`src/rtl/rot_imm_pkg.sv`:
```
package rot_imm_pkg;
  localparam int DATA_W  = 32;
  localparam int PAY_W   = 8;
  localparam int CNT_W   = 4;
  localparam int FIELD_W = CNT_W + PAY_W;
  localparam int ROT_W   = CNT_W + 1;
  localparam logic [CNT_W-1:0] CNT_MAX = '1;

  // strobes from control to datapath
  typedef struct packed {
    logic             load;
    logic             test;
    logic             last;
    logic [CNT_W-1:0] cnt;
  } encStrobes_t;

  // rotate via a doubled word so an amount of zero never forms a full-width shift
  function automatic logic [DATA_W-1:0] rotLeft(input logic [DATA_W-1:0] v,
                                                input logic [ROT_W-1:0] n);
    logic [2*DATA_W-1:0] d;
    d = {v, v} << n;
    return d[2*DATA_W-1:DATA_W];
  endfunction

  function automatic logic [DATA_W-1:0] rotRight(input logic [DATA_W-1:0] v,
                                                 input logic [ROT_W-1:0] n);
    logic [2*DATA_W-1:0] d;
    d = {v, v} >> n;
    return d[DATA_W-1:0];
  endfunction

  function automatic logic [DATA_W-1:0] expandField(input logic [FIELD_W-1:0] f);
    return rotRight({{(DATA_W-PAY_W){1'b0}}, f[PAY_W-1:0]}, {f[FIELD_W-1:PAY_W], 1'b0});
  endfunction
endpackage

```
`src/rtl/rot_imm_decoder.sv`:
```
module rot_imm_decoder
  import rot_imm_pkg::*;
(
  input  logic [FIELD_W-1:0] field,
  output logic [DATA_W-1:0]  value
);
  logic [PAY_W-1:0] payload;
  logic [CNT_W-1:0] rotCnt;

  assign payload = field[PAY_W-1:0];
  assign rotCnt  = field[FIELD_W-1:PAY_W];
  assign value   = rotRight({{(DATA_W-PAY_W){1'b0}}, payload}, {rotCnt, 1'b0});

  // a zero count leaves the payload untouched
  always_comb begin
    if (rotCnt == '0) begin
      assert_rot0_passthru_R2: assert (value == {{(DATA_W-PAY_W){1'b0}}, payload});
    end
  end
endmodule

```
`src/rtl/rot_imm_enc_ctrl.sv`:
```
module rot_imm_enc_ctrl
  import rot_imm_pkg::*;
(
  input  logic        clk,
  input  logic        rstN,
  input  logic        startIn,
  input  logic        hit,
  output encStrobes_t strobes,
  output logic        doneOut
);
  logic             busyQ;
  logic [CNT_W-1:0] cntQ;
  logic             doneQ;
  logic             finishing;

  assign finishing = busyQ && (hit || cntQ == CNT_MAX);

  always_ff @(posedge clk or negedge rstN) begin
    if (!rstN) begin
      busyQ <= 1'b0;
      cntQ  <= '0;
      doneQ <= 1'b0;
    end else begin
      doneQ <= 1'b0;
      if (!busyQ) begin
        if (startIn) begin
          busyQ <= 1'b1;
          cntQ  <= '0;
        end
      end else if (finishing) begin
        busyQ <= 1'b0;
        doneQ <= 1'b1;
      end else begin
        cntQ <= cntQ + 1'b1;
      end
    end
  end

  always_comb begin
    strobes.load = !busyQ && startIn;
    strobes.test = busyQ;
    strobes.last = busyQ && (cntQ == CNT_MAX);
    strobes.cnt  = cntQ;
  end

  assign doneOut = doneQ;

  // done lasts exactly one cycle
  assert_done_pulse_R6: assert property (@(posedge clk) disable iff (!rstN)
    doneQ |=> !doneQ);

  // counts advance by one per clock while nothing matches
  assert_count_step_R3: assert property (@(posedge clk) disable iff (!rstN)
    (busyQ && !hit && cntQ != CNT_MAX) |=> (busyQ && cntQ == $past(cntQ) + 1'b1));

  // an idle start always begins a search at count zero
  assert_start_accept_R8: assert property (@(posedge clk) disable iff (!rstN)
    (!busyQ && startIn) |=> (busyQ && cntQ == '0));

  // a start during a search does not restart it
  assert_busy_ignore_R7: assert property (@(posedge clk) disable iff (!rstN)
    (busyQ && startIn && !finishing) |=> (cntQ != '0));
endmodule

```
`src/rtl/rot_imm_enc_datapath.sv`:
```
module rot_imm_enc_datapath
  import rot_imm_pkg::*;
(
  input  logic               clk,
  input  logic               rstN,
  input  encStrobes_t        strobes,
  input  logic [DATA_W-1:0]  valueIn,
  output logic               hit,
  output logic [FIELD_W-1:0] fieldOut,
  output logic               foundOut
);
  logic [DATA_W-1:0]  valQ;
  logic [DATA_W-1:0]  rotated;
  logic [FIELD_W-1:0] fieldQ;
  logic               foundQ;

  assign rotated = rotLeft(valQ, {strobes.cnt, 1'b0});
  assign hit     = (rotated[DATA_W-1:PAY_W] == '0);

  always_ff @(posedge clk or negedge rstN) begin
    if (!rstN) begin
      valQ   <= '0;
      fieldQ <= '0;
      foundQ <= 1'b0;
    end else begin
      if (strobes.load) begin
        valQ <= valueIn;
      end
      if (strobes.test && (hit || strobes.last)) begin
        foundQ <= hit;
        fieldQ <= hit ? {strobes.cnt, rotated[PAY_W-1:0]} : '0;
      end
    end
  end

  assign fieldOut = fieldQ;
  assign foundOut = foundQ;

  // a miss leaves a zero field
  assert_miss_zero_R4: assert property (@(posedge clk) disable iff (!rstN)
    !foundQ |-> (fieldQ == '0));

  // a found field expands back to the captured value
  assert_round_trip_R9: assert property (@(posedge clk) disable iff (!rstN)
    (strobes.test && hit) |=> (expandField(fieldQ) == valQ));
endmodule

```
`src/rtl/rot_imm_codec.sv`:
```
module rot_imm_codec
  import rot_imm_pkg::*;
(
  input  logic               clk,
  input  logic               rstN,
  input  logic               encStart,
  input  logic [DATA_W-1:0]  encValue,
  output logic               encDone,
  output logic               encFound,
  output logic [FIELD_W-1:0] encField,
  input  logic [FIELD_W-1:0] decField,
  output logic [DATA_W-1:0]  decValue
);
  encStrobes_t strobes;
  logic        hit;

  rot_imm_enc_ctrl ctrl_i (
    .clk     (clk),
    .rstN    (rstN),
    .startIn (encStart),
    .hit     (hit),
    .strobes (strobes),
    .doneOut (encDone)
  );

  rot_imm_enc_datapath dp_i (
    .clk      (clk),
    .rstN     (rstN),
    .strobes  (strobes),
    .valueIn  (encValue),
    .hit      (hit),
    .fieldOut (encField),
    .foundOut (encFound)
  );

  rot_imm_decoder dec_i (
    .field (decField),
    .value (decValue)
  );
endmodule

```
`config.mk`:
```
export PLATFORM = sky130hd
export DESIGN_NAME = rot_imm_codec
export DESIGN_NICKNAME = d
export VERILOG_FILES = /design/src/rtl/rot_imm_pkg.sv /design/src/rtl/rot_imm_decoder.sv /design/src/rtl/rot_imm_enc_ctrl.sv /design/src/rtl/rot_imm_enc_datapath.sv /design/src/rtl/rot_imm_codec.sv
export SDC_FILE = /design/constraint.sdc
export NUM_CORES = 1
export LEC_CHECK = 0
export ABC_AREA = 1
export BUFFER_PORTS_ARGS = -buffer_cell sky130_fd_sc_hd__buf_2
export CORE_AREA = 5 5 73 125
export CTS_CLUSTER_SIZE = 14
export DETAILED_ROUTE_END_ITERATION = 12
export DIE_AREA = 0 0 78 130
export GPL_ROUTABILITY_DRIVEN = 0
export HOLD_SLACK_MARGIN = 0.15
export PLACE_DENSITY = 0.79
export SLEW_MARGIN = 0
export SYNTH_ARGS = -nofsm -noshare
export SYNTH_HDL_FRONTEND = slang
export SYNTH_SLANG_ARGS = --single-unit
```
`constraint.sdc`:
```
create_clock -name clk -period 5.9 [get_ports clk]
set_input_delay 0.885 -clock clk [delete_from_list [all_inputs] [get_ports clk]]
set_output_delay 0.885 -clock clk [all_outputs]
set_load 0.03 [all_outputs]
```
==> metrics.cfg, run 1 <==
[outcome]
status = finished, final reports clean

[sta]
fin_crit_ps = 3010
fin_worst_skew_ps = 5.67
drv_slew = 0
hold_slack_ps = 466
hold_viol = 0
rsz0062_at_grt = no
worstMarginPinSlew_ps = 1070
slew-limit-headroom_pct = 28.5
final-setup-viol-count = 0
finalSetupTns_ps = 0
fin_crit_sh_pct = 50.9
fmax_mhz = 333

[final_layout]
layout-drive-gt1-share_pct = 21.7
antenna_cells = 0
finalNetCount = 712
areaGrowthSynthToFinish_pct = 14.1

[worst_setup_path]
cp-end-kind = output pin
crit_path_top_delay_cell = a31oi_1
cp_cell_sequence = buf_2, clkinv_1, a31oi_1, nand2_1, o21ai_0, nor2_1, buf_2
path_common_cell = buf_2
worst_setup_path_start_kind = input pin
worstPathArrival_ps = 2120
max_stage_delay_ps = 300
critPathLaunch = decField[9]
reg2reg_from = ctrl_i.cntQ[1]
critical_path_required_ps = 5020
timing.rr.end = dp_i.fieldOut[2]
r2r_slack_ps = 2990
critPathKind = input pin to output pin
path_max_fanout = 11
rr_worst_depth = 14

[flow_run]
max_cap_violations = 0

[synthesis]
synth_warnings = 0
synth_top_area_cell = dfrtp_1
ys_ff_latch = 51
seq_area_frac_synth_pct = 33.0
synth_top_area_share_pct = 33.0
syn-num-nets = 644
synthTopCellsByArea = dfrtp_1 33%, nand2_1 24%, nand3_1 11%, mux2_2 9.3%, nor2_1 6.4%
synthesis.area_um2 = 3870
postSynthCellCount = 596
syn_area_per_cell_um2 = 6.49
synth_cell_types = 30

[clock_network]
clkTransAtPathRegs_ps = 70
cts_hold_buf = 0
cts_buffer_depth = 2
post-cts-setup-buffers = 0
cts.sinks = 51
insertion_delay_ps = 300
cts_root_buf = clkbuf_16
numCtsBuffers = 5
cts_resized = 0
h-tree-depth = 2
cts_tree = done

[floorplanning]
start_util_pct = 48.9
rows = 43
die_x_um = 78
core_um2 = 7910
die_area_um2 = 10100
boundaryPins = 93
dieHeight_um = 130

[detailed_routing]
ant_nets = 0
wirelength_mm = 9.92
drtPass1Iterations = 5
drtIter0Drc = 236
wl_per_cell_um = 13.1
post-route-drc-count = 0
vias = 4062
avgViaCountPerCell = 5.38

[global_routing]
grt_pass1_wl_mm = 16.8
grt_start_max_net_pins = 52
antenna_found_initial = 0
grt_usage_pct = 19.7
overflow = 0
grt_pass1_vias = 3965

[min_path]
hp-class = flip-flop to flip-flop
min_path_cells = 2
holdCritStartpoint = dp_i.fieldOut[2]
holdPathEnd = dp_i.fieldOut[2]

[power_and_ir_drop]
leakage_nw = 2.43
p_per_area_nw_per_um2 = 533
ir_drop_uv = 420

[placed_design]
dp_hpwl_mm = 7.82
io_buffers = 92

[flip-flops by register name, summed over array words and instances (netlist names)]
register        count
ctrl_i.doneOut      1
ctrl_i.busyQ        1
dp_i.foundOut       1
ctrl_i.cntQ         4
dp_i.valQ          32
dp_i.fieldOut      12
[placed cells by master, fill, tap and decap left out, drive strengths merged, types with 2 or more instances in the layout]
cell type / n
inv: 20
a31oi: 4
nand4: 4
dfrtp: 51
xor2: 2
mux2: 32
o21ai: 31
clkinv: 4
nand2: 253
nor2: 68
buf: 95
a21oi: 3
nand3: 87
clkbuf: 5
[how the worst max path moves through the flow]
stage,to
5_1_grt,dp_i.fieldOut[3]
2_1_floorplan,decValue[18]
6_report,decValue[14]
4_1_cts,decValue[19]
3_5_place_dp,decValue[19]
3_3_place_gp,decValue[3]
[stage by stage]
step / instances / utilization (%) / area (µm²) / power [mW] / setup slack [ps]
after floorplan: 596 / - / 3870 / 1.79 / 2810
after global placement: 747 / 54.0 / 4270 / 2.02 / 2980
after detailed placement: 747 / 54.0 / 4270 / 2.05 / 2930
after CTS: 755 / 55.8 / 4420 / 2.35 / 2920
after global routing: 755 / 55.8 / 4420 / 2.61 / 2610
final: 755 / 55.8 / 4420 / 2.35 / 2890
[synth_stat cells]
cell	instances
buf_1	3
clkbuf_1	13
buf_2	8
o211ai_1	1
mux2_2	32
inv_1	14
inv_2	3
dfrtp_1	51
inv_4	1
xor2_1	2
clkinv_1	3
nand2_1	251
o21ai_0	27
nand2_2	2
a31oi_1	4
ha_1	1
mux2i_1	1
o21a_1	1
a21oi_1	3
nand3_1	86
o21ai_1	4
nor2_2	1
nand4_1	4
and2_1	1
nor2_4	1
nand3_4	1
buf_4	4
buf_6	6
nor3_1	1
nor2_1	66
[metal layers]
metal / wire (µm) / vias up / track usage [%] / share of wire, %
li1: - / 2064 / - / -
met2: 5250 / 160 / 35.7 / 53
met1: 3660 / 1808 / 22.1 / 37
met3: 657 / 30 / 3.73 / 6.6
met5: 0 / - / 0 / 0
met4: 345 / 0 / 8.96 / 3.5
[critical path: cells and delay by family]
family	cells	cell delay, ps
AOI/OAI and AO/OA	2	430
buffers and inverters	3	660
and+or+nand+nor	2	140
[cell families after synthesis]
kind of cell               synth area share, %
xor gates and xnor gates                 0.453
buffers and inverters                     7.21
and+or+nand+nor                           44.0
muxes                                     9.57
AOI/OAI and AO/OA                         5.43
DFF                                       33.0
adders and majority gates                0.323
[cell type report]
type                       count  area (µm²)
sequential                    51        1280
multi-input combinational    490        2310
inverter                      21        81.3
timing repair buffer          95         483
fill                         796        3490
clock inverter                 3        22.5
clock buffer                   5         125
tap                           90         113
[report_power, final]
part           switching (mW)  internal, mW  leakage (nW)  total (mW)
sequential              0.169         0.497         0.624       0.666
clock                   0.128         0.159        0.0746       0.288
combinational           0.901         0.497          1.73        1.40
total                    1.20          1.15          2.43        2.35
(Power assumes the default switching activity.)
==> inputs of run 2 (changes only) <==
--- a/config.mk
+++ b/config.mk
@@ -7,13 +7,13 @@
 export LEC_CHECK = 0
 export ABC_AREA = 1
 export BUFFER_PORTS_ARGS = -buffer_cell sky130_fd_sc_hd__buf_2
-export CORE_AREA = 5 5 73 125
+export CORE_AREA = 5 5 74 126
 export CTS_CLUSTER_SIZE = 14
 export DETAILED_ROUTE_END_ITERATION = 12
-export DIE_AREA = 0 0 78 130
+export DIE_AREA = 0 0 79 131
 export GPL_ROUTABILITY_DRIVEN = 0
 export HOLD_SLACK_MARGIN = 0.15
-export PLACE_DENSITY = 0.79
+export PLACE_DENSITY = 0.8
 export SLEW_MARGIN = 0
 export SYNTH_ARGS = -nofsm -noshare
 export SYNTH_HDL_FRONTEND = slang
==> constraint.sdc (replaced) <==
create_clock -name clk -period 2.7 [get_ports clk]
set_input_delay 0.405 -clock clk [delete_from_list [all_inputs] [get_ports clk]]
set_output_delay 0.405 -clock clk [all_outputs]
set_load 0.03 [all_outputs]
==> metrics.cfg, run 2 (synthesis gave the netlist of run 1 again) <==
[worst_setup_path]
r2r_slack_ps = 230
reg2reg_from = ctrl_i.cntQ[1]
worst_setup_path_start_kind = flip-flop
critical_path_required_ps = 2930
cp-end-kind = flip-flop
timing.rr.end = dp_i.fieldOut[3]
max_stage_delay_ps = 490
cp_cell_sequence = inv_2, nand3_1, nand2_1, nand2_1, nor2_2, inv_1, nand2_1, nand3_1, nand2_1, nand3_4, nor2_4, o21ai_0, nand2_1
path_max_fanout = 31
critPathLaunch = ctrl_i.cntQ[1]
worstPathArrival_ps = 2700
path_common_cell = nand2_1
crit_path_top_delay_cell = dfrtp_1
endpoint = dp_i.fieldOut[3]
rr_worst_depth = 13
critPathKind = flip-flop to flip-flop

[final_layout]
layout-drive-gt1-share_pct = 22.2
utilization_pct = 54.7
areaGrowthSynthToFinish_pct = 15.8
largest_register_ffs = 32
finalNetCount = 718
regMostFlops = dp_i.valQ
final_cells = 763
antenna_cells = 0
final_common_cell = nand2_1
layout_common_cells = 251 x nand2_1, 92 x buf_2, 86 x nand3_1

[clock_network]
cts_tree = done
cts_buffer_depth = 2
cts_root_buf = clkbuf_16
post-cts-setup-buffers = 0
cts.sinks = 51
clkTransAtPathRegs_ps = 70
h-tree-depth = 2
numCtsBuffers = 5
insertion_delay_ps = 290

[global_routing]
antenna_found_initial = 0
grt_pass1_vias = 4080
grt_usage_pct = 21.6
grt_pass1_wl_mm = 18.0
grt_start_max_net_pins = 38
overflow = 0

[flow_run]
max_cap_violations = 0

[sta]
setup_slack_ps = 230
hold_viol = 0
fin_crit_sh_pct = 91.5
fin_crit_ps = 2470
slew-limit-headroom_pct = 62.9
fin_worst_skew_ps = 4.59
fmax_mhz = 405
finalSetupTns_ps = 0
final-setup-viol-count = 0
worstMarginPinSlew_ps = 556
drv_slew = 0
rsz0062_at_grt = no

[min_path]
holdCritStartpoint = encValue[7]
hp-class = input pin to flip-flop

[detailed_routing]
drtIter0Drc = 185
avgViaCountPerCell = 5.50
drtPass1Iterations = 6
wl_per_cell_um = 14.5
wirelength_mm = 11.0
vias = 4196
post-route-drc-count = 0
ant_nets = 0

[floorplanning]
rows = 44
boundaryPins = 93
core_um2 = 8200
start_util_pct = 47.2
dieHeight_um = 131
die_x_um = 79
die_area_um2 = 10300

[power_and_ir_drop]
ir_drop_uv = 814
p_per_area_nw_per_um2 = 1180
leakage_nw = 2.47
power_mw = 5.31

[placed_design]
dp_hpwl_mm = 8.69
io_buffers = 92
dp.cells = 754
pre_cts_ws_ps = 315

[outcome]
status = finished, final reports clean

-- run 2: cell types whose count changed in the layout (fill, tap and decap cells not counted) --
| cell | before | now |
|---|---|---|
| buf_12 | 0 | 1 |
| buf_4 | 3 | 7 |
| clkbuf_8 | 0 | 1 |
| dlygate4sd3_1 | 0 | 1 |
| inv_6 | 2 | 1 |
-- run 2: worst min-delay path by stage --
stage / end / slack (ps) / cells after the start
finish: dp_i.valQ[7] / 340 / 2
global route: dp_i.valQ[3] / 340 / 2
CTS: dp_i.valQ[4] / 340 / 2
detailed placement: dp_i.valQ[28] / 410 / 1
global placement: dp_i.valQ[28] / 400 / 1
floorplan: ctrl_i.busyQ / 110 / 0
-- run 2: final cells by class --
class,instances,area [µm²]
clock buffer,6,139
sequential,51,1280
clock inverter,2,13.8
inverter,21,81.3
tap,92,115
timing repair buffer,101,543
multi-input combinational,490,2310
fill,789,3720
-- run 2: metal layers --
metal	vias to the layer above	part of all wire (%)	track usage, %
met5	-	0	0
met4	0	6.4	14.2
met3	52	6.9	4.32
met2	209	52	40.5
met1	1866	35	21.2
li1	2069	-	-
-- run 2: timing repair --
item / in CTS / in global routing
hold buffers: 1 / 0
hold endpoints to repair: 24 / 0
gates resized for setup: 0 / 0
-- run 2: where the power goes --
part | total, mW | internal [mW] | switching [mW]
combinational | 3.31 | 1.14 | 2.17
sequential | 1.36 | 1.09 | 0.270
clock | 0.644 | 0.370 | 0.273
-- run 2: worst max-delay path: cells and delay by family (launching register included) --
family | cells | cell delay, ps
and+or+nand+nor | 10 | 1270
AOI/OAI and AO/OA | 1 | 150
buffers and inverters | 2 | 500
DFF | 1 | 490
-- run 2: stage by stage --
step	hold WS (ps)	area, µm²
after detailed placement	410	4320
after floorplan	109	3870
after global placement	404	4320
after global routing	337	4480
after CTS	336	4480
final	339	4480
